--- config.mk ---
export PLATFORM = sky130hd
export DESIGN_NAME = regbus_bridge
export DESIGN_NICKNAME = d
export VERILOG_FILES = /design/src/rtl/regbus_pkg.sv /design/src/rtl/regbus_addr_remap.sv /design/src/rtl/regbus_range_decode.sv /design/src/rtl/regbus_status.sv /design/src/rtl/regbus_bridge.sv
export SDC_FILE = /design/constraint.sdc
export NUM_CORES = 1
export LEC_CHECK = 0
export BUFFER_PORTS_ARGS = -buffer_cell sky130_fd_sc_hd__buf_2
export CAP_MARGIN = 15
export CORE_AREA = 2 2 187 189
export CTS_CLUSTER_SIZE = 28
export DETAILED_ROUTE_END_ITERATION = 7
export DIE_AREA = 0 0 189 191
export SLEW_MARGIN = 10
export SYNTH_ARGS = -nofsm -noshare
export SYNTH_HDL_FRONTEND = slang
export SYNTH_HIERARCHICAL = 1
export SYNTH_SLANG_ARGS = --single-unit
--- constraint.sdc ---
create_clock -name clk -period 4.55 [get_ports clk]
set_input_delay 0.2275 -clock clk [delete_from_list [all_inputs] [get_ports clk]]
set_output_delay 0.2275 -clock clk [all_outputs]
set_load 0.01 [all_outputs]
--- src/rtl/regbus_pkg.sv ---
// Package: shared constants, state type and helper functions of the
// memory-mapped to register-bus bridge.
// Assumes register-bus addresses fit in 32 bits.
package regbus_pkg;

    localparam int          DATA_W       = 64;
    localparam logic [63:0] CHIP_ID_VAL  = 64'h221E_F049_8000_0000;
    localparam logic [31:0] CHIP_ID_ADDR = 32'h000F_000F;

    typedef enum logic {ST_IDLE, ST_WAIT} bstate_t;

    // Reverse byte order between the big-endian window and the native bus
    function automatic logic [63:0] bswap64(input logic [63:0] d);
        logic [63:0] r;
        for (int i = 0; i < 8; i++) r[8*i +: 8] = d[8*(7-i) +: 8];
        return r;
    endfunction

    // Fault and diagnostic registers answered locally with zero
    function automatic logic is_fixed_zero(input logic [31:0] a);
        return (a >= 32'h0101_0C00 && a <= 32'h0101_0C05) ||
               (a == 32'h0202_0007) || (a == 32'h0202_0009) ||
               (a == 32'h0202_000F) ||
               (a >= 32'h0201_3F00 && a <= 32'h0201_3F07);
    endfunction

endpackage

--- src/rtl/regbus_addr_remap.sv ---
// Address remap: cuts the byte address down to the window and folds it into
// a register-bus address. Purely combinational.
// Assumes WIN_W > 8 and WIN_W <= ADDR_W.
module regbus_addr_remap #(
    parameter  int ADDR_W = 40,
    parameter  int WIN_W  = 32,
    localparam int BA_W   = WIN_W - 4
) (
    input  logic [ADDR_W-1:0] byte_addr,
    output logic [BA_W-1:0]   bus_addr
);
    localparam logic [ADDR_W-1:0] WIN_MASK = ADDR_W'((64'd1 << WIN_W) - 64'd1);

    logic [ADDR_W-1:0] masked;
    logic [ADDR_W-1:0] folded;

    // Drop bits outside the window, then merge the two shifted copies
    always_comb begin
        masked   = byte_addr & WIN_MASK;
        folded   = ((masked >> 4) & ~ADDR_W'(4'hF)) | ((masked >> 3) & ADDR_W'(4'hF));
        bus_addr = folded[BA_W-1:0];
    end

endmodule

--- src/rtl/regbus_range_decode.sv ---
// Range decoder: compares a register-bus address against every configured
// range and picks the lowest target, then the lowest range, on overlap.
// Assumes a range of size zero is unused.
module regbus_range_decode #(
    parameter  int          BA_W    = 28,
    parameter  int          NUM_TGT = 3,
    parameter  int          NRNG    = 4,
    parameter  int unsigned RNG_BASE [NUM_TGT*NRNG] = '{default: 0},
    parameter  int unsigned RNG_SIZE [NUM_TGT*NRNG] = '{default: 0},
    localparam int          TI_W    = (NUM_TGT > 1) ? $clog2(NUM_TGT) : 1,
    localparam int          RI_W    = (NRNG > 1) ? $clog2(NRNG) : 1,
    localparam int          NENT    = NUM_TGT * NRNG
) (
    input  logic [BA_W-1:0] bus_addr,
    output logic            hit,
    output logic [TI_W-1:0] hit_tgt,
    output logic [RI_W-1:0] hit_rng,
    output logic [BA_W-1:0] hit_off
);
    logic [NENT-1:0] ent_hit;
    logic [BA_W-1:0] ent_off [NENT];

    for (genvar gi = 0; gi < NENT; gi++) begin : g_ent
        localparam logic [BA_W-1:0] BASE = BA_W'(RNG_BASE[gi]);
        localparam logic [BA_W:0]   SIZE = (BA_W+1)'(RNG_SIZE[gi]);
        // Offset and in-range test of one table entry
        assign ent_off[gi] = bus_addr - BASE;
        assign ent_hit[gi] = (SIZE != '0) && (bus_addr >= BASE) &&
                             ({1'b0, ent_off[gi]} < SIZE);
    end

    // Priority pick: scan downward so the lowest index wins
    always_comb begin
        hit     = 1'b0;
        hit_tgt = '0;
        hit_rng = '0;
        hit_off = '0;
        for (int i = NENT - 1; i >= 0; i--) begin
            if (ent_hit[i]) begin
                hit     = 1'b1;
                hit_tgt = TI_W'(i / NRNG);
                hit_rng = RI_W'(i % NRNG);
                hit_off = ent_off[i];
            end
        end
    end

endmodule

--- src/rtl/regbus_status.sv ---
// Status and interrupt: sticky done/fail bits with write-one-to-clear, an
// enable register and the interrupt output. A set beats a clear.
module regbus_status (
    input  logic       clk,
    input  logic       rst_n,
    input  logic       set_valid,
    input  logic       set_fail,
    input  logic       clr_we,
    input  logic [1:0] clr_mask,
    input  logic       en_we,
    input  logic [1:0] en_wdata,
    output logic [1:0] status_q,
    output logic [1:0] en_q,
    output logic       irq
);
    logic [1:0] set_bits;
    logic [1:0] keep_bits;

    // Bits raised by the completing access
    always_comb begin
        set_bits  = set_valid ? {set_fail, 1'b1} : 2'b00;
        keep_bits = status_q & ~({2{clr_we}} & clr_mask);
    end

    // Status register: clear first, then OR in new bits
    always_ff @(posedge clk) begin
        if (!rst_n) status_q <= 2'b00;
        else        status_q <= keep_bits | set_bits;
    end

    // Enable register
    always_ff @(posedge clk) begin
        if (!rst_n)     en_q <= 2'b00;
        else if (en_we) en_q <= en_wdata;
    end

    // Interrupt request from enabled status bits
    assign irq = |(status_q & en_q);

    p_sticky_r10: assert property (@(posedge clk) disable iff (!rst_n)
        1'b1 |=> ((status_q & $past(keep_bits)) == $past(keep_bits)));
    p_done_set_r10: assert property (@(posedge clk) disable iff (!rst_n)
        set_valid |=> status_q[0]);
    p_fail_set_r8: assert property (@(posedge clk) disable iff (!rst_n)
        (set_valid && set_fail) |=> status_q[1]);

endmodule

--- src/rtl/regbus_bridge.sv ---
// Memory-mapped to register-bus bridge top. Accepts one 8-byte access at a
// time, serves fixed registers locally, forwards the rest to the decoded
// target and reports every outcome in the sticky status register.
// Assumes mmio_valid is raised only while no access is outstanding.
module regbus_bridge
    import regbus_pkg::*;
#(
    parameter  int          ADDR_W  = 40,
    parameter  int          WIN_W   = 32,
    parameter  int          NUM_TGT = 3,
    parameter  int          NRNG    = 4,
    parameter  int unsigned RNG_BASE [NUM_TGT*NRNG] = '{
        32'h1000, 32'h2000, 32'h0,    32'h0,
        32'h2040, 32'h3000, 32'h0,    32'h0,
        32'h4000, 32'h5000, 32'h6000, 32'h6100},
    parameter  int unsigned RNG_SIZE [NUM_TGT*NRNG] = '{
        32'h100,  32'h80,   32'h0,    32'h0,
        32'h100,  32'h10,   32'h0,    32'h0,
        32'h40,   32'h40,   32'h8,    32'h8},
    parameter  logic [NUM_TGT-1:0] TGT_CAN_RD = '1,
    parameter  logic [NUM_TGT-1:0] TGT_CAN_WR = 3'b011,
    localparam int          BA_W    = WIN_W - 4,
    localparam int          TI_W    = (NUM_TGT > 1) ? $clog2(NUM_TGT) : 1,
    localparam int          RI_W    = (NRNG > 1) ? $clog2(NRNG) : 1
) (
    input  logic                    clk,
    input  logic                    rst_n,
    input  logic                    mmio_valid,
    input  logic                    mmio_write,
    input  logic [ADDR_W-1:0]       mmio_addr,
    input  logic [3:0]              mmio_size,
    input  logic [63:0]             mmio_wdata,
    output logic                    mmio_done,
    output logic [63:0]             mmio_rdata,
    output logic [NUM_TGT-1:0]      bus_req,
    output logic                    bus_write,
    output logic [RI_W-1:0]         bus_range,
    output logic [BA_W-1:0]         bus_offset,
    output logic [63:0]             bus_wdata,
    input  logic [NUM_TGT-1:0]      bus_ack,
    input  logic [NUM_TGT-1:0]      bus_refuse,
    input  logic [NUM_TGT*64-1:0]   bus_rdata,
    input  logic                    stat_clr_we,
    input  logic [1:0]              stat_clr_mask,
    input  logic                    en_we,
    input  logic [1:0]              en_wdata,
    output logic [1:0]              status,
    output logic [1:0]              irq_en,
    output logic                    irq
);
    bstate_t         st_q;
    logic [TI_W-1:0] tgt_q;
    logic [BA_W-1:0] remap_addr;
    logic            dec_hit;
    logic [TI_W-1:0] dec_tgt;
    logic [RI_W-1:0] dec_rng;
    logic [BA_W-1:0] dec_off;
    logic            resp_now, fail_now, fwd_now, got_resp, refused;
    logic [63:0]     rdata_now, lane_rdata;

    regbus_addr_remap #(.ADDR_W(ADDR_W), .WIN_W(WIN_W)) u_remap (
        .byte_addr (mmio_addr),
        .bus_addr  (remap_addr)
    );

    regbus_range_decode #(
        .BA_W(BA_W), .NUM_TGT(NUM_TGT), .NRNG(NRNG),
        .RNG_BASE(RNG_BASE), .RNG_SIZE(RNG_SIZE)
    ) u_decode (
        .bus_addr (remap_addr),
        .hit      (dec_hit),
        .hit_tgt  (dec_tgt),
        .hit_rng  (dec_rng),
        .hit_off  (dec_off)
    );

    regbus_status u_status (
        .clk       (clk),
        .rst_n     (rst_n),
        .set_valid (resp_now),
        .set_fail  (fail_now),
        .clr_we    (stat_clr_we),
        .clr_mask  (stat_clr_mask),
        .en_we     (en_we),
        .en_wdata  (en_wdata),
        .status_q  (status),
        .en_q      (irq_en),
        .irq       (irq)
    );

    // Answer from the target currently being served
    always_comb begin
        got_resp   = |(bus_req & (bus_ack | bus_refuse));
        refused    = |(bus_req & bus_refuse);
        lane_rdata = bus_rdata[tgt_q*64 +: 64];
    end

    // Classify the incoming access or the pending target answer
    always_comb begin
        resp_now  = 1'b0;
        fail_now  = 1'b0;
        fwd_now   = 1'b0;
        rdata_now = '0;
        if (st_q == ST_IDLE && mmio_valid) begin
            resp_now = 1'b1;
            if (mmio_size != 4'd8) begin
                fail_now = 1'b1;
            end else if (32'(remap_addr) == CHIP_ID_ADDR) begin
                rdata_now = mmio_write ? 64'd0 : bswap64(CHIP_ID_VAL);
            end else if (is_fixed_zero(32'(remap_addr))) begin
                rdata_now = '0;
            end else if (!dec_hit ||
                         (mmio_write ? !TGT_CAN_WR[dec_tgt] : !TGT_CAN_RD[dec_tgt])) begin
                fail_now = 1'b1;
            end else begin
                resp_now = 1'b0;
                fwd_now  = 1'b1;
            end
        end else if (st_q == ST_WAIT && got_resp) begin
            resp_now  = 1'b1;
            fail_now  = refused;
            rdata_now = (refused || bus_write) ? 64'd0 : bswap64(lane_rdata);
        end
    end

    // Transaction state, bus request and response registers
    always_ff @(posedge clk) begin
        if (!rst_n) begin
            st_q       <= ST_IDLE;
            tgt_q      <= '0;
            bus_req    <= '0;
            bus_write  <= 1'b0;
            bus_range  <= '0;
            bus_offset <= '0;
            bus_wdata  <= '0;
            mmio_done  <= 1'b0;
            mmio_rdata <= '0;
        end else begin
            mmio_done <= resp_now;
            if (resp_now) mmio_rdata <= rdata_now;
            if (fwd_now) begin
                st_q       <= ST_WAIT;
                tgt_q      <= dec_tgt;
                bus_req    <= NUM_TGT'(1) << dec_tgt;
                bus_write  <= mmio_write;
                bus_range  <= dec_rng;
                bus_offset <= dec_off;
                bus_wdata  <= bswap64(mmio_wdata);
            end else if (st_q == ST_WAIT && got_resp) begin
                st_q    <= ST_IDLE;
                bus_req <= '0;
            end
        end
    end

    p_req_onehot_r5: assert property (@(posedge clk) disable iff (!rst_n)
        $onehot0(bus_req));
    p_req_held_r12: assert property (@(posedge clk) disable iff (!rst_n)
        ((bus_req != '0) && !got_resp) |=> $stable(bus_req));
    p_done_no_req_r12: assert property (@(posedge clk) disable iff (!rst_n)
        mmio_done |-> (bus_req == '0));
    p_done_status_r9: assert property (@(posedge clk) disable iff (!rst_n)
        mmio_done |-> status[0]);

endmodule

==> flow_metrics.env, run 1 <==
export IMPL_outcome="complete, no violations"
export IMPL_synthFlopType="sky130_fd_sc_hd__dfxtp_1"
export IMPL_synth_edf_count=0
export IMPL_powerDensity_nw_per_um2=243
export IMPL_routabilityCongestion=0.940
export IMPL_rsz0062_at_grt="no"
export IMPL_antenna_found_initial=13
export IMPL_finalWorstPathRequiredPeriod_ns=4.34
export IMPL_yosys_warnings=6
export IMPL_grt_use_total_pct=23.0
export IMPL_critPathSlowestCell="sky130_fd_sc_hd__dlygate4sd3_1"
export IMPL_detailroute_wirelength_met2_um=22300
export IMPL_routed_via_density=5.14
export IMPL_total_cell_area_at_the_placement_stage_sq_um=13800
export IMPL_top_level_ports=484
export IMPL_critical_path_most_common_cell="sky130_fd_sc_hd__buf_4"
export IMPL_layout_drive_gt1_share_pct=34.3
export IMPL_power_share_switching_pct=28.3
export IMPL_critPathKind="input port to flip-flop"
export IMPL_netlist_area_leader_share_pct=30.8
export IMPL_route_antenna_remaining_nets=0
export IMPL_master_cell_of_the_clock_root_buffer="sky130_fd_sc_hd__clkbuf_16"
export IMPL_core_area_sq_um=34100
export IMPL_cp_start_kind="input port"
export IMPL_synth_seq_area_share_pct=30.8
export IMPL_cellInternalPower_w=0.00252
export IMPL_grt_first_pass_wirelength_um=64000
export IMPL_drt_initial_drc_count=655
export IMPL_power_share_combinational_pct=14.8
export IMPL_total_wirelength_of_the_detailed_routed_design_um=43600
export IMPL_peakVddDrop_v=0.000251
export IMPL_setup_worst_path_end_class="flip-flop"
export IMPL_worst_clock_skew_ns=0.00758
export IMPL_layout_worst_path_cycle_share_pct=95.4
export IMPL_cts_inserted_buffers=17
export IMPL_power_frac_clock_pct=42.4
export IMPL_worst_tran_pin_value_ns=1.16
export IMPL_hpwl_um=33000
export IMPL_timing_final_max_slew_violations=0
export IMPL_top_layer="met5"
export IMPL_total_leakage_power_nw=6.09
export IMPL_setup_tns_final_ns=0
export IMPL_num_vias=11700
export IMPL_final_net_count=2127
export IMPL_crit_family="simple AND/OR/NAND/NOR gates"
export IMPL_cp_num_buf_inv=5
export IMPL_final_setup_viol_count=0
export IMPL_wl_met3_um=2570
export IMPL_routedLengthMet1_um=17100
export IMPL_finalHoldWorstSlack_ns=0.0284
export IMPL_clock_insertion_delay_worst_skew_ns=0.43
export IMPL_synthDominantAreaCellType="sky130_fd_sc_hd__dfxtp_1"
export IMPL_critical_path_required_ns=4.88
export IMPL_areaGrowthSynthToFinish_pct=30.8
export IMPL_worstPathMaxFanout=13
export IMPL_cts_tree="yes"
export IMPL_clk_transition_reported_paths_ns=0.07
export IMPL_ctsHtreeMaxLevel=4
export IMPL_switchingPower_w=0.000992
export IMPL_cts_max_path_buffers=2
export IMPL_yosys_register_bits=170
export IMPL_tritoncts_num_sinks=170
export IMPL_synth_distinct_cells=86
export IMPL_timing_hold_violations_final=0
export IMPL_grt_overflow_total=0
export IMPL_row_count=68
export IMPL_crit_arrival_ns=4.67
export IMPL_share_seq_of_total_power_pct=42.8
export IMPL_synth_async_sr_flop_share_pct=0
export IMPL_cap_violations=0
export IMPL_slew_headroom_pct=21.7
export IMPL_cell_chain_of_the_critical_path="buf_2, clkinv_1, buf_4, ha_1, or3b_2, a2111oi_0, nand4_1, o32ai_1, and3b_1, nand4_4, nand2_1, buf_4, nor2_1, a21oi_4, or2_2, o21ai_0, a31oi_1, dlygate4sd3_1"
export IMPL_cpPeakStageDelay_ns=0.55
export IMPL_start_util_pct=32.4
export IMPL_holdCritPathClass="input port to flip-flop"
export IMPL_yosys_top_cells_area="sky130_fd_sc_hd__dfxtp_1, sky130_fd_sc_hd__mux2i_1, sky130_fd_sc_hd__nand2_1"
export IMPL_place_port_buffers=471
export IMPL_remaining_drc_errors=0
export IMPL_syn_area_per_cell_sq_um=8.04
export IMPL_detail_route_first_pass_iterations=5
export IMPL_post_synth_inst_count=1375
export IMPL_avg_wl_per_cell_um=19.2
export IMPL_timing_fmax_mhz=230
export IMPL_post_synth_instance_area_sq_um=11100
export IMPL_chipHeight_um=191
export IMPL_grt_max_degree=214
export IMPL_fp_dieArea_sq_um=36100
export IMPL_die_x_um=189
export IMPL_grt_pass1_vias=11100
export IMPL_layout_cell_area_non_filler_sq_um=14500
==> through the flow <==
stage	cells	utilization, %	power [W]	setup WS [ns]
after floorplan	1386	-	0.00182	0.0444
after global placement	2225	40.6	0.00204	0.254
after detailed placement	2225	40.6	0.00205	0.146
after CTS	2259	42.3	0.00355	0.264
after global routing	2265	42.4	0.00366	0.0605
final	2266	42.4	0.00351	0.208
==> worst paths after layout <==
check	startpoint	to	slack [ns]	cells past startpoint
worst max-delay path	mmio_addr[17]	u_status/status_q[0]	0.21	18
worst min-delay path	mmio_wdata[19]	bus_wdata[43]	0.03	3
worst max register to register	bus_req[0]	mmio_rdata[26]	1.61	7
worst min register to register	bus_wdata[11]	bus_wdata[11]	0.45	2
==> state kept, by name (all words and copies together) (netlist names) <==
register / cells
bus_offset: 28
bus_write: 1
mmio_done: 1
u_status/en_q: 2
tgt_q: 2
mmio_rdata: 64
st_q: 1
bus_range: 2
u_status/status_q: 2
bus_req: 3
bus_wdata: 64
==> Yosys cell counts, types with 5 or more instances <==
cell type / number
sky130_fd_sc_hd__a2111oi_0: 5
sky130_fd_sc_hd__a21oi_1: 67
sky130_fd_sc_hd__a22oi_1: 6
sky130_fd_sc_hd__a22oi_2: 10
sky130_fd_sc_hd__a31oi_1: 5
sky130_fd_sc_hd__and2_1: 9
sky130_fd_sc_hd__and3_1: 5
sky130_fd_sc_hd__buf_1: 5
sky130_fd_sc_hd__buf_2: 21
sky130_fd_sc_hd__buf_4: 40
sky130_fd_sc_hd__buf_6: 15
sky130_fd_sc_hd__clkbuf_1: 71
sky130_fd_sc_hd__dfxtp_1: 170
sky130_fd_sc_hd__ha_1: 20
sky130_fd_sc_hd__inv_1: 18
sky130_fd_sc_hd__mux2i_1: 171
sky130_fd_sc_hd__nand2_1: 255
sky130_fd_sc_hd__nand2b_1: 5
sky130_fd_sc_hd__nand3_1: 70
sky130_fd_sc_hd__nand4_1: 17
sky130_fd_sc_hd__nor2_1: 75
sky130_fd_sc_hd__nor2b_1: 6
sky130_fd_sc_hd__nor3_1: 24
sky130_fd_sc_hd__nor3b_1: 6
sky130_fd_sc_hd__nor4_1: 22
sky130_fd_sc_hd__nor4b_1: 6
sky130_fd_sc_hd__o21a_1: 6
sky130_fd_sc_hd__o21ai_0: 51
sky130_fd_sc_hd__o22ai_1: 54
sky130_fd_sc_hd__or4_1: 8
sky130_fd_sc_hd__xnor2_1: 23
sky130_fd_sc_hd__xor2_1: 11
==> worst min-delay path, cell delays in order <==
cell and delay [ns]:
sky130_fd_sc_hd__buf_2 0.09, sky130_fd_sc_hd__nand2_1 0.04, sky130_fd_sc_hd__mux2i_1 0.05
==> area by class of cell <==
cell class / instances / area (sq um)
Clock inverter: 12 / 124
Inverter: 20 / 75.1
Sequential cell: 170 / 3410
Fill cell: 3497 / 19700
Antenna cell: 7 / 17.5
Tap cell: 455 / 569
Clock buffer: 20 / 457
Timing Repair Buffer: 538 / 3010
Multi-Input combinational cell: 1044 / 6800
==> logic make-up (layout without fill, tap and decap cells) <==
logic type | Yosys count | after routing | share of synthesized area (%)
simple gates | 550 | 550 | 24.2
compound gates | 257 | 257 | 16.0
buf+inv | 172 | 590 | 8.45
mux | 171 | 171 | 15.5
flops | 170 | 170 | 30.8
xor+xnor | 34 | 34 | 2.69
fa+ha+maj | 20 | 20 | 2.26
other cells | 1 | 19 | 0.0339
==> power by group through the flow <==
stage / registers, W / clock network [W] / logic [W]
floorplan: 0.00154 / 0 / 0.000283
global placement: 0.00154 / 0 / 0.000505
detailed placement: 0.00154 / 0 / 0.000510
CTS: 0.00150 / 0.00154 / 0.000515
global route: 0.00150 / 0.00159 / 0.000564
finish: 0.00150 / 0.00149 / 0.000520
==> what timing repair did <==
| item | 4_1_cts | 5_1_grt |
|---|---|---|
| gates resized for setup | 0 | 0 |
| endpoints found under the setup margin | 0 | 0 |
| buffers inserted | 0 | 0 |
| endpoints found under the hold margin | 1 | 0 |
| hold buffers | 2 | 0 |
==> layout by cell type, fill, tap and decap left out, types with 12 or more instances in the layout <==
cell type	synthesis	final
sky130_fd_sc_hd__nor3_1	24	23
sky130_fd_sc_hd__buf_2	21	470
sky130_fd_sc_hd__nand4_1	17	17
sky130_fd_sc_hd__conb_1	1	12
sky130_fd_sc_hd__ha_1	20	20
sky130_fd_sc_hd__buf_4	40	54
sky130_fd_sc_hd__inv_1	18	17
sky130_fd_sc_hd__mux2i_1	171	171
sky130_fd_sc_hd__nand2_1	255	253
sky130_fd_sc_hd__xnor2_1	23	23
sky130_fd_sc_hd__nand3_1	70	70
sky130_fd_sc_hd__clkbuf_16	0	17
sky130_fd_sc_hd__dfxtp_1	170	168
sky130_fd_sc_hd__nor2_1	75	75
sky130_fd_sc_hd__nor4_1	22	22
sky130_fd_sc_hd__o21ai_0	51	51
sky130_fd_sc_hd__a21oi_1	67	67
sky130_fd_sc_hd__o22ai_1	54	54
==> per-layer routing <==
layer | vias to the layer above | track usage [%]
met5 | - | 0
met3 | 75 | 4.81
li1 | 5678 | -
met2 | 451 | 40.7
met4 | 8 | 10.2
met1 | 5444 | 26.7
No activity file was read; power rests on OpenSTA's default activity.
==> run 2: changes to the inputs <==
- PLACE_DENSITY_LB_ADDON: unset -> 0.05
==> run 2 against run 1 <==
Critical path depth up 2. Non-clock buffer count up 13. Sequential power about the same. Critical path type unchanged. Utilization up 0.26 points. Clock skew up 0.0096 ns. Sequential share of layout area down 0.15 points. Design area up 0.62%. Via count down 0.56%. Count of clock-buffer cells in the layout down 3. Sequential cell count unchanged.
==> flow_metrics.env, run 2 (synthesized netlist as in run 1, its figures left out) <==
export IMPL_outcome="complete, no violations"
export IMPL_power_total_w=0.00350
export IMPL_critPathSlowestCell="sky130_fd_sc_hd__o21ai_0"
export IMPL_fp_dieArea_sq_um=36100
export IMPL_place_port_buffers=471
export IMPL_grt_pass1_vias=10900
export IMPL_cts_inserted_buffers=17
export IMPL_antenna_found_initial=8
export IMPL_timing_critical_path_to="u_status/status_q[0]"
export IMPL_row_count=68
export IMPL_worstPathMaxFanout=10
export IMPL_slew_headroom_pct=30.9
export IMPL_final_net_count=2140
export IMPL_critical_path_most_common_cell="sky130_fd_sc_hd__o21ai_0"
export IMPL_num_vias=11600
export IMPL_setup_worst_path_end_class="flip-flop"
export IMPL_route_antenna_remaining_nets=0
export IMPL_grt_first_pass_wirelength_um=63800
export IMPL_remaining_drc_errors=0
export IMPL_layout_top_registers="bus_wdata (64), mmio_rdata (64), bus_offset (28)"
export IMPL_cellInternalPower_w=0.00254
export IMPL_mostFrequentLayoutCells="sky130_fd_sc_hd__buf_2, sky130_fd_sc_hd__nand2_1, sky130_fd_sc_hd__mux2i_1"
export IMPL_top_level_ports=484
export IMPL_detail_route_first_pass_iterations=5
export IMPL_die_x_um=189
export IMPL_rsz0062_at_grt="no"
export IMPL_timing_rr_start="bus_req[0]"
export IMPL_reg2reg_to="u_status/status_q[0]"
export IMPL_total_leakage_power_nw=6.14
export IMPL_timing_hold_violations_final=0
export IMPL_critPathKind="input port to flip-flop"
export IMPL_cp_start_kind="input port"
export IMPL_rr_worst_depth=7
export IMPL_drt_initial_drc_count=709
export IMPL_total_wirelength_of_the_detailed_routed_design_um=43100
export IMPL_timing_fmax_mhz=238
export IMPL_cpPeakStageDelay_ns=0.60
export IMPL_share_seq_of_total_power_pct=42.9
export IMPL_chipHeight_um=191
export IMPL_avg_wl_per_cell_um=19.0
export IMPL_core_area_sq_um=34100
export IMPL_worst_clock_skew_ns=0.0172
export IMPL_timing_final_max_slew_violations=0
export IMPL_worst_tran_pin_value_ns=1.02
export IMPL_power_share_switching_pct=27.4
export IMPL_holdCritPathClass="input port to flip-flop"
export IMPL_cts_max_path_buffers=2
export IMPL_grt_use_total_pct=22.8
export IMPL_final_setup_viol_count=0
export IMPL_powerDensity_nw_per_um2=241
export IMPL_grt_max_degree=145
export IMPL_routabilityCongestion=0.926
export IMPL_cp_num_buf_inv=5
export IMPL_layout_drive_gt1_share_pct=34.7
export IMPL_grt_overflow_total=0
export IMPL_cts_tree="yes"
export IMPL_path_depth=20
export IMPL_crit_family="compound AO/OA/AOI/OAI gates"
export IMPL_setup_tns_final_ns=0
export IMPL_layout_filler_cells=3601
export IMPL_clock_insertion_delay_worst_skew_ns=0.43
export IMPL_layout_worst_path_cycle_share_pct=92.4
export IMPL_hpwl_um=32800
export IMPL_master_cell_of_the_clock_root_buffer="sky130_fd_sc_hd__clkbuf_16"
export IMPL_setup_slack_of_the_worst_register_to_register_path_ns=1.65
export IMPL_start_util_pct=32.4
export IMPL_clk_transition_reported_paths_ns=0.07
export IMPL_cell_chain_of_the_critical_path="buf_2, inv_1, ha_1, nor4b_1, buf_4, a2111oi_0, o21a_1, o21ai_0, o32ai_1, and3b_1, nor2_1, o21ai_0, nand2_1, buf_4, nor2_1, a21oi_4, or2_2, o21ai_0, a31oi_1, dlygate4sd3_1"
export IMPL_power_frac_clock_pct=42.4
export IMPL_areaGrowthSynthToFinish_pct=31.6
export IMPL_cap_violations=0
export IMPL_number_of_setup_buffers_added_after_cts=0
export IMPL_critical_path_required_ns=4.87
export IMPL_routed_via_density=5.09
export IMPL_finalWorstPathRequiredPeriod_ns=4.21
export IMPL_ctsHtreeMaxLevel=4
export IMPL_tritoncts_num_sinks=170
export IMPL_power_share_combinational_pct=14.7
export IMPL_critPathLaunch="mmio_addr[16]"
export IMPL_crit_arrival_ns=4.53
export IMPL_peakVddDrop_v=0.000211
export IMPL_mostFrequentLayoutCell="sky130_fd_sc_hd__buf_2"
export IMPL_switchingPower_w=0.000960
run 2: cell count changes in the layout (fill, tap and decap cells not counted), moves of 2 or more:
cell                         previous run  this run
sky130_fd_sc_hd__clkinvlp_4             0         3
sky130_fd_sc_hd__clkbuf_8               3         1
sky130_fd_sc_hd__buf_4                 54        68
sky130_fd_sc_hd__clkinv_2               2         0
sky130_fd_sc_hd__diode_2                7         5
run 2: per-layer routing:
metal  up-vias  track usage [%]  part of all wire (%)
li1       5699                -                     -
met2       469             38.7                    49
met1      5333             27.6                    40
met4         6             11.7                   4.7
met3        84             4.24                   6.1
met5         -                0                  0.11
run 2: stage by stage:
step | cell area [sq um] | setup WS [ns] | hold slack [ns] | cells | util (%)
after global routing | 14600 | 0.0513 | 0.0219 | 2275 | 42.7
after detailed placement | 13900 | 0.231 | 0.429 | 2238 | 40.8
after floorplan | 11100 | 0.0444 | 0.328 | 1386 | -
final | 14600 | 0.344 | 0.0360 | 2275 | 42.7
after CTS | 14500 | 0.432 | 0.00264 | 2270 | 42.6
after global placement | 13900 | 0.194 | 0.418 | 2238 | 40.8
run 2: what timing repair did:
action | in CTS | in global routing
gates resized for setup | 0 | 0
hold buffers | 2 | 0
hold endpoints to repair | 1 | 0
run 2: cell type report:
class	instances	area [sq um]	area share, %
multi-input combinational	1044	6800	46.7
sequential	170	3410	23.4
timing repair buffer	551	3100	21.3
tap	455	569	3.91
clock buffer	17	425	2.92
clock inverter	13	165	1.13
inverter	20	75.1	0.516
antenna	5	12.5	0.0860
run 2: power groups by stage:
| stage | Sequential (W) | Combinational (W) | Clock (W) |
|---|---|---|---|
| after CTS | 0.00150 | 0.000512 | 0.00154 |
| final | 0.00150 | 0.000515 | 0.00149 |
| after floorplan | 0.00154 | 0.000283 | 0 |
| after global routing | 0.00150 | 0.000563 | 0.00159 |
| after detailed placement | 0.00154 | 0.000509 | 0 |
| after global placement | 0.00154 | 0.000508 | 0 |
run 2: tightest hold or removal path, delay by kind of cell:
| kind | cells | cell delay [ns] |
|---|---|---|
| buffers and inverters | 1 | 0.09 |
| and+or+nand+nor | 1 | 0.04 |
| muxes | 1 | 0.05 |
run 2: worst min-delay path by stage:
| stage | from | endpoint | slack, ns | cells after the start |
|---|---|---|---|---|
| floorplan | stat_clr_mask[0] | u_status/status_q[0] | 0.33 | 1 |
| global placement | stat_clr_mask[0] | u_status/status_q[0] | 0.42 | 2 |
| detailed placement | stat_clr_mask[0] | u_status/status_q[0] | 0.43 | 2 |
| CTS | mmio_wdata[39] | bus_wdata[31] | 0.003 | 3 |
| global route | mmio_wdata[35] | bus_wdata[27] | 0.02 | 3 |
| finish | mmio_wdata[38] | bus_wdata[30] | 0.04 | 3 |
==> run 3: changes to the inputs <==
--- a/config.mk
+++ b/config.mk
@@ -7,3 +7,3 @@
 export LEC_CHECK = 0
-export BUFFER_PORTS_ARGS = -buffer_cell sky130_fd_sc_hd__buf_2
+export BUFFER_PORTS_ARGS = -buffer_cell sky130_fd_sc_hd__clkbuf_2
 export CAP_MARGIN = 15
@@ -13,3 +13,3 @@
 export DIE_AREA = 0 0 189 191
-export PLACE_DENSITY_LB_ADDON = 0.05
+export PLACE_DENSITY_LB_ADDON = 0.1
 export SLEW_MARGIN = 10
==> constraint.sdc (replaced) <==
create_clock -name clk -period 4.55 [get_ports clk]
set_input_delay 0.91 -clock clk [delete_from_list [all_inputs] [get_ports clk]]
set_output_delay 0.91 -clock clk [all_outputs]
set_load 0.01 [all_outputs]
==> run 3 against run 2 <==
Worst hold slack gained 0.42 ns. Register-to-register slack gained 0.18 ns. Sequential cell count is the same. Critical path depth shrank 5. Sequential share of layout area shrank 1.0 points. Final cell count grew 3.0%. Wire length grew 0.75%. Total power grew 3.4%. Count of clock-buffer cells in the layout grew 1. Critical endpoint is now bus_wdata[55].
==> flow_metrics.env, run 3 (synthesized netlist as in run 1, its figures left out) <==
export IMPL_critical_path_required_ns=4.90
export IMPL_holdBufCountCts=0
export IMPL_timing_fmax_mhz=232
export IMPL_layout_setup_ws_ns=0.245
export IMPL_routabilityCongestion=0.922
export IMPL_rsz0062_at_grt="no"
export IMPL_fp_dieArea_sq_um=36100
export IMPL_layout_cell_area_non_filler_sq_um=15200
export IMPL_total_wirelength_of_the_detailed_routed_design_um=43500
export IMPL_avg_wl_per_cell_um=18.5
export IMPL_clk_transition_reported_paths_ns=0.07
export IMPL_hpwl_um=34100
export IMPL_powerDensity_nw_per_um2=238
export IMPL_cell_chain_of_the_critical_path="clkbuf_2, ha_1, or3b_2, a2111oi_1, buf_4, nand4_1, o32ai_2, and3b_1, nand4_4, nand2_1, or2_4, nor3_4, buf_12, buf_4, mux2i_1"
export IMPL_layout_top_registers="bus_wdata (64), mmio_rdata (64), bus_offset (28)"
export IMPL_power_total_w=0.00362
export IMPL_timing_rr_start="bus_req[1]"
export IMPL_mostFrequentLayoutCells="sky130_fd_sc_hd__clkbuf_2, sky130_fd_sc_hd__nand2_1, sky130_fd_sc_hd__mux2i_1"
export IMPL_final_instance_count_excl_fill=2344
export IMPL_route_antenna_remaining_nets=0
export IMPL_worstPathMaxFanout=9
export IMPL_ctsHtreeMaxLevel=4
export IMPL_slew_headroom_pct=31.1
export IMPL_grt_pass1_vias=11200
export IMPL_master_cell_of_the_clock_root_buffer="sky130_fd_sc_hd__clkbuf_16"
export IMPL_cts_max_path_buffers=2
export IMPL_reg2reg_to="mmio_rdata[33]"
export IMPL_setup_slack_of_the_worst_register_to_register_path_ns=1.83
export IMPL_register_area_sq_um=3410
export IMPL_clock_insertion_delay_worst_skew_ns=0.43
export IMPL_drt_initial_drc_count=605
export IMPL_remaining_drc_errors=0
export IMPL_row_count=68
export IMPL_peakVddDrop_v=0.000230
export IMPL_mostFrequentLayoutCell="sky130_fd_sc_hd__clkbuf_2"
export IMPL_grt_max_degree=160
export IMPL_areaGrowthSynthToFinish_pct=37.7
export IMPL_placement_setup_worst_slack_ns=-0.265
export IMPL_critical_path_most_common_cell="sky130_fd_sc_hd__buf_4"
export IMPL_core_area_sq_um=34100
export IMPL_top_level_ports=484
export IMPL_critPathKind="input port to flip-flop"
export IMPL_worst_clock_skew_ns=0.0184
export IMPL_number_of_setup_buffers_added_after_cts=0
export IMPL_rr_worst_depth=8
export IMPL_antenna_found_initial=4
export IMPL_final_setup_viol_count=0
export IMPL_outcome="complete, no violations"
export IMPL_num_vias=11700
export IMPL_cp_num_buf_inv=4
export IMPL_total_leakage_power_nw=6.46
export IMPL_crit_arrival_ns=4.66
export IMPL_finalWorstPathRequiredPeriod_ns=4.31
export IMPL_cts_inserted_buffers=17
export IMPL_layout_filler_cells=3536
export IMPL_cap_violations=0
export IMPL_cpPeakStageDelay_ns=0.46
export IMPL_timing_final_max_slew_violations=0
export IMPL_min_path_cells=2
export IMPL_dp_cells=2309
export IMPL_setup_worst_path_end_class="flip-flop"
export IMPL_detail_route_first_pass_iterations=5
export IMPL_start_util_pct=32.4
export IMPL_chipHeight_um=191
export IMPL_layout_drive_gt1_share_pct=37.8
export IMPL_routed_via_density=4.98
export IMPL_cp_start_kind="input port"
export IMPL_holdCritPathClass="flip-flop to flip-flop"
export IMPL_area_taken_by_multi_input_logic_gates_sq_um=6880
export IMPL_timing_hold_violations_final=0
export IMPL_layout_worst_path_cycle_share_pct=94.6
export IMPL_crit_family="simple AND/OR/NAND/NOR gates"
export IMPL_fin_util_pct=44.6
export IMPL_place_port_buffers=471
export IMPL_cts_tree="yes"
export IMPL_grt_overflow_total=0
export IMPL_worst_tran_pin_value_ns=1.03
export IMPL_tritoncts_num_sinks=170
export IMPL_total_cell_area_at_the_placement_stage_sq_um=14600
export IMPL_grt_first_pass_wirelength_um=64900
export IMPL_critPathSlowestCell="sky130_fd_sc_hd__or3b_2"
export IMPL_min_delay_start="bus_wdata[4]"
export IMPL_timing_hold_worst_endpoint="bus_wdata[4]"
export IMPL_grt_use_total_pct=23.3
export IMPL_die_x_um=189
export IMPL_final_net_count=2209
[run 3: cell types whose count changed in the layout (fill, tap and decap cells not counted), sizes merged]
cell	change
buf	-399
bufinv	+1
clkbuf	+471
clkinv	+1
clkinvlp	-1
diode	-2
dlygate4sd3	-2
[run 3: cell type report]
cell class	instances	area share [%]
diodes	3	0.0493
clock buffers	18	2.88
clock inverters	14	1.20
inverters	20	0.625
multi-input cells	1044	45.2
flip-flops and latches	170	22.4
well taps	455	3.74
repair buffers	620	24.0
[run 3: power breakdown]
group	total, W	internal, W	switching (W)
Combinational	0.000564	0.000261	0.000303
Clock	0.00156	0.000893	0.000662
Sequential	0.00150	0.00150	0.00000547
Total	0.00362	0.00265	0.000971
[run 3: worst register-to-register path, cell delays in order (launching register included)]
cell	delay [ns]
sky130_fd_sc_hd__dfxtp_1	0.40
sky130_fd_sc_hd__a222oi_1	0.84
sky130_fd_sc_hd__nand2_1	0.19
sky130_fd_sc_hd__nand2_2	0.13
sky130_fd_sc_hd__nor3b_2	0.05
sky130_fd_sc_hd__buf_4	0.19
sky130_fd_sc_hd__nand2_2	0.07
sky130_fd_sc_hd__buf_4	0.48
sky130_fd_sc_hd__o22ai_1	0.22
[run 3: metal layers]
metal | GRT usage, % | vias to the layer above | wire length [um]
met5 | 0 | - | 13
met4 | 9.71 | 2 | 1620
met3 | 3.45 | 64 | 2020
met2 | 40.0 | 375 | 21400
met1 | 29.0 | 5382 | 18400
li1 | - | 5841 | -
[run 3: how the worst max path moves through the flow]
stage                             start       endpoint  depth (start not counted)
final                     mmio_addr[16]  bus_wdata[55]                         15
after global routing      mmio_addr[16]  bus_offset[5]                         15
after CTS                 mmio_addr[16]  bus_wdata[11]                         15
after detailed placement  mmio_addr[16]  bus_wdata[14]                         15
after global placement    mmio_addr[16]  bus_offset[9]                         15
after floorplan           mmio_addr[18]  bus_offset[0]                         20
[run 3: what timing repair did]
action,CTS,global route
setup endpoints to repair,0,93
endpoints found under the hold margin,0,0
resized for setup,0,4
[run 3: stage by stage]
step	hold WS, ns	setup TNS [ns]
2_1_floorplan	0.479	-16.14
3_3_place_gp	0.442	-39.87
3_5_place_dp	0.446	-23.22
4_1_cts	0.458	0
5_1_grt	0.471	0
6_report	0.454	0
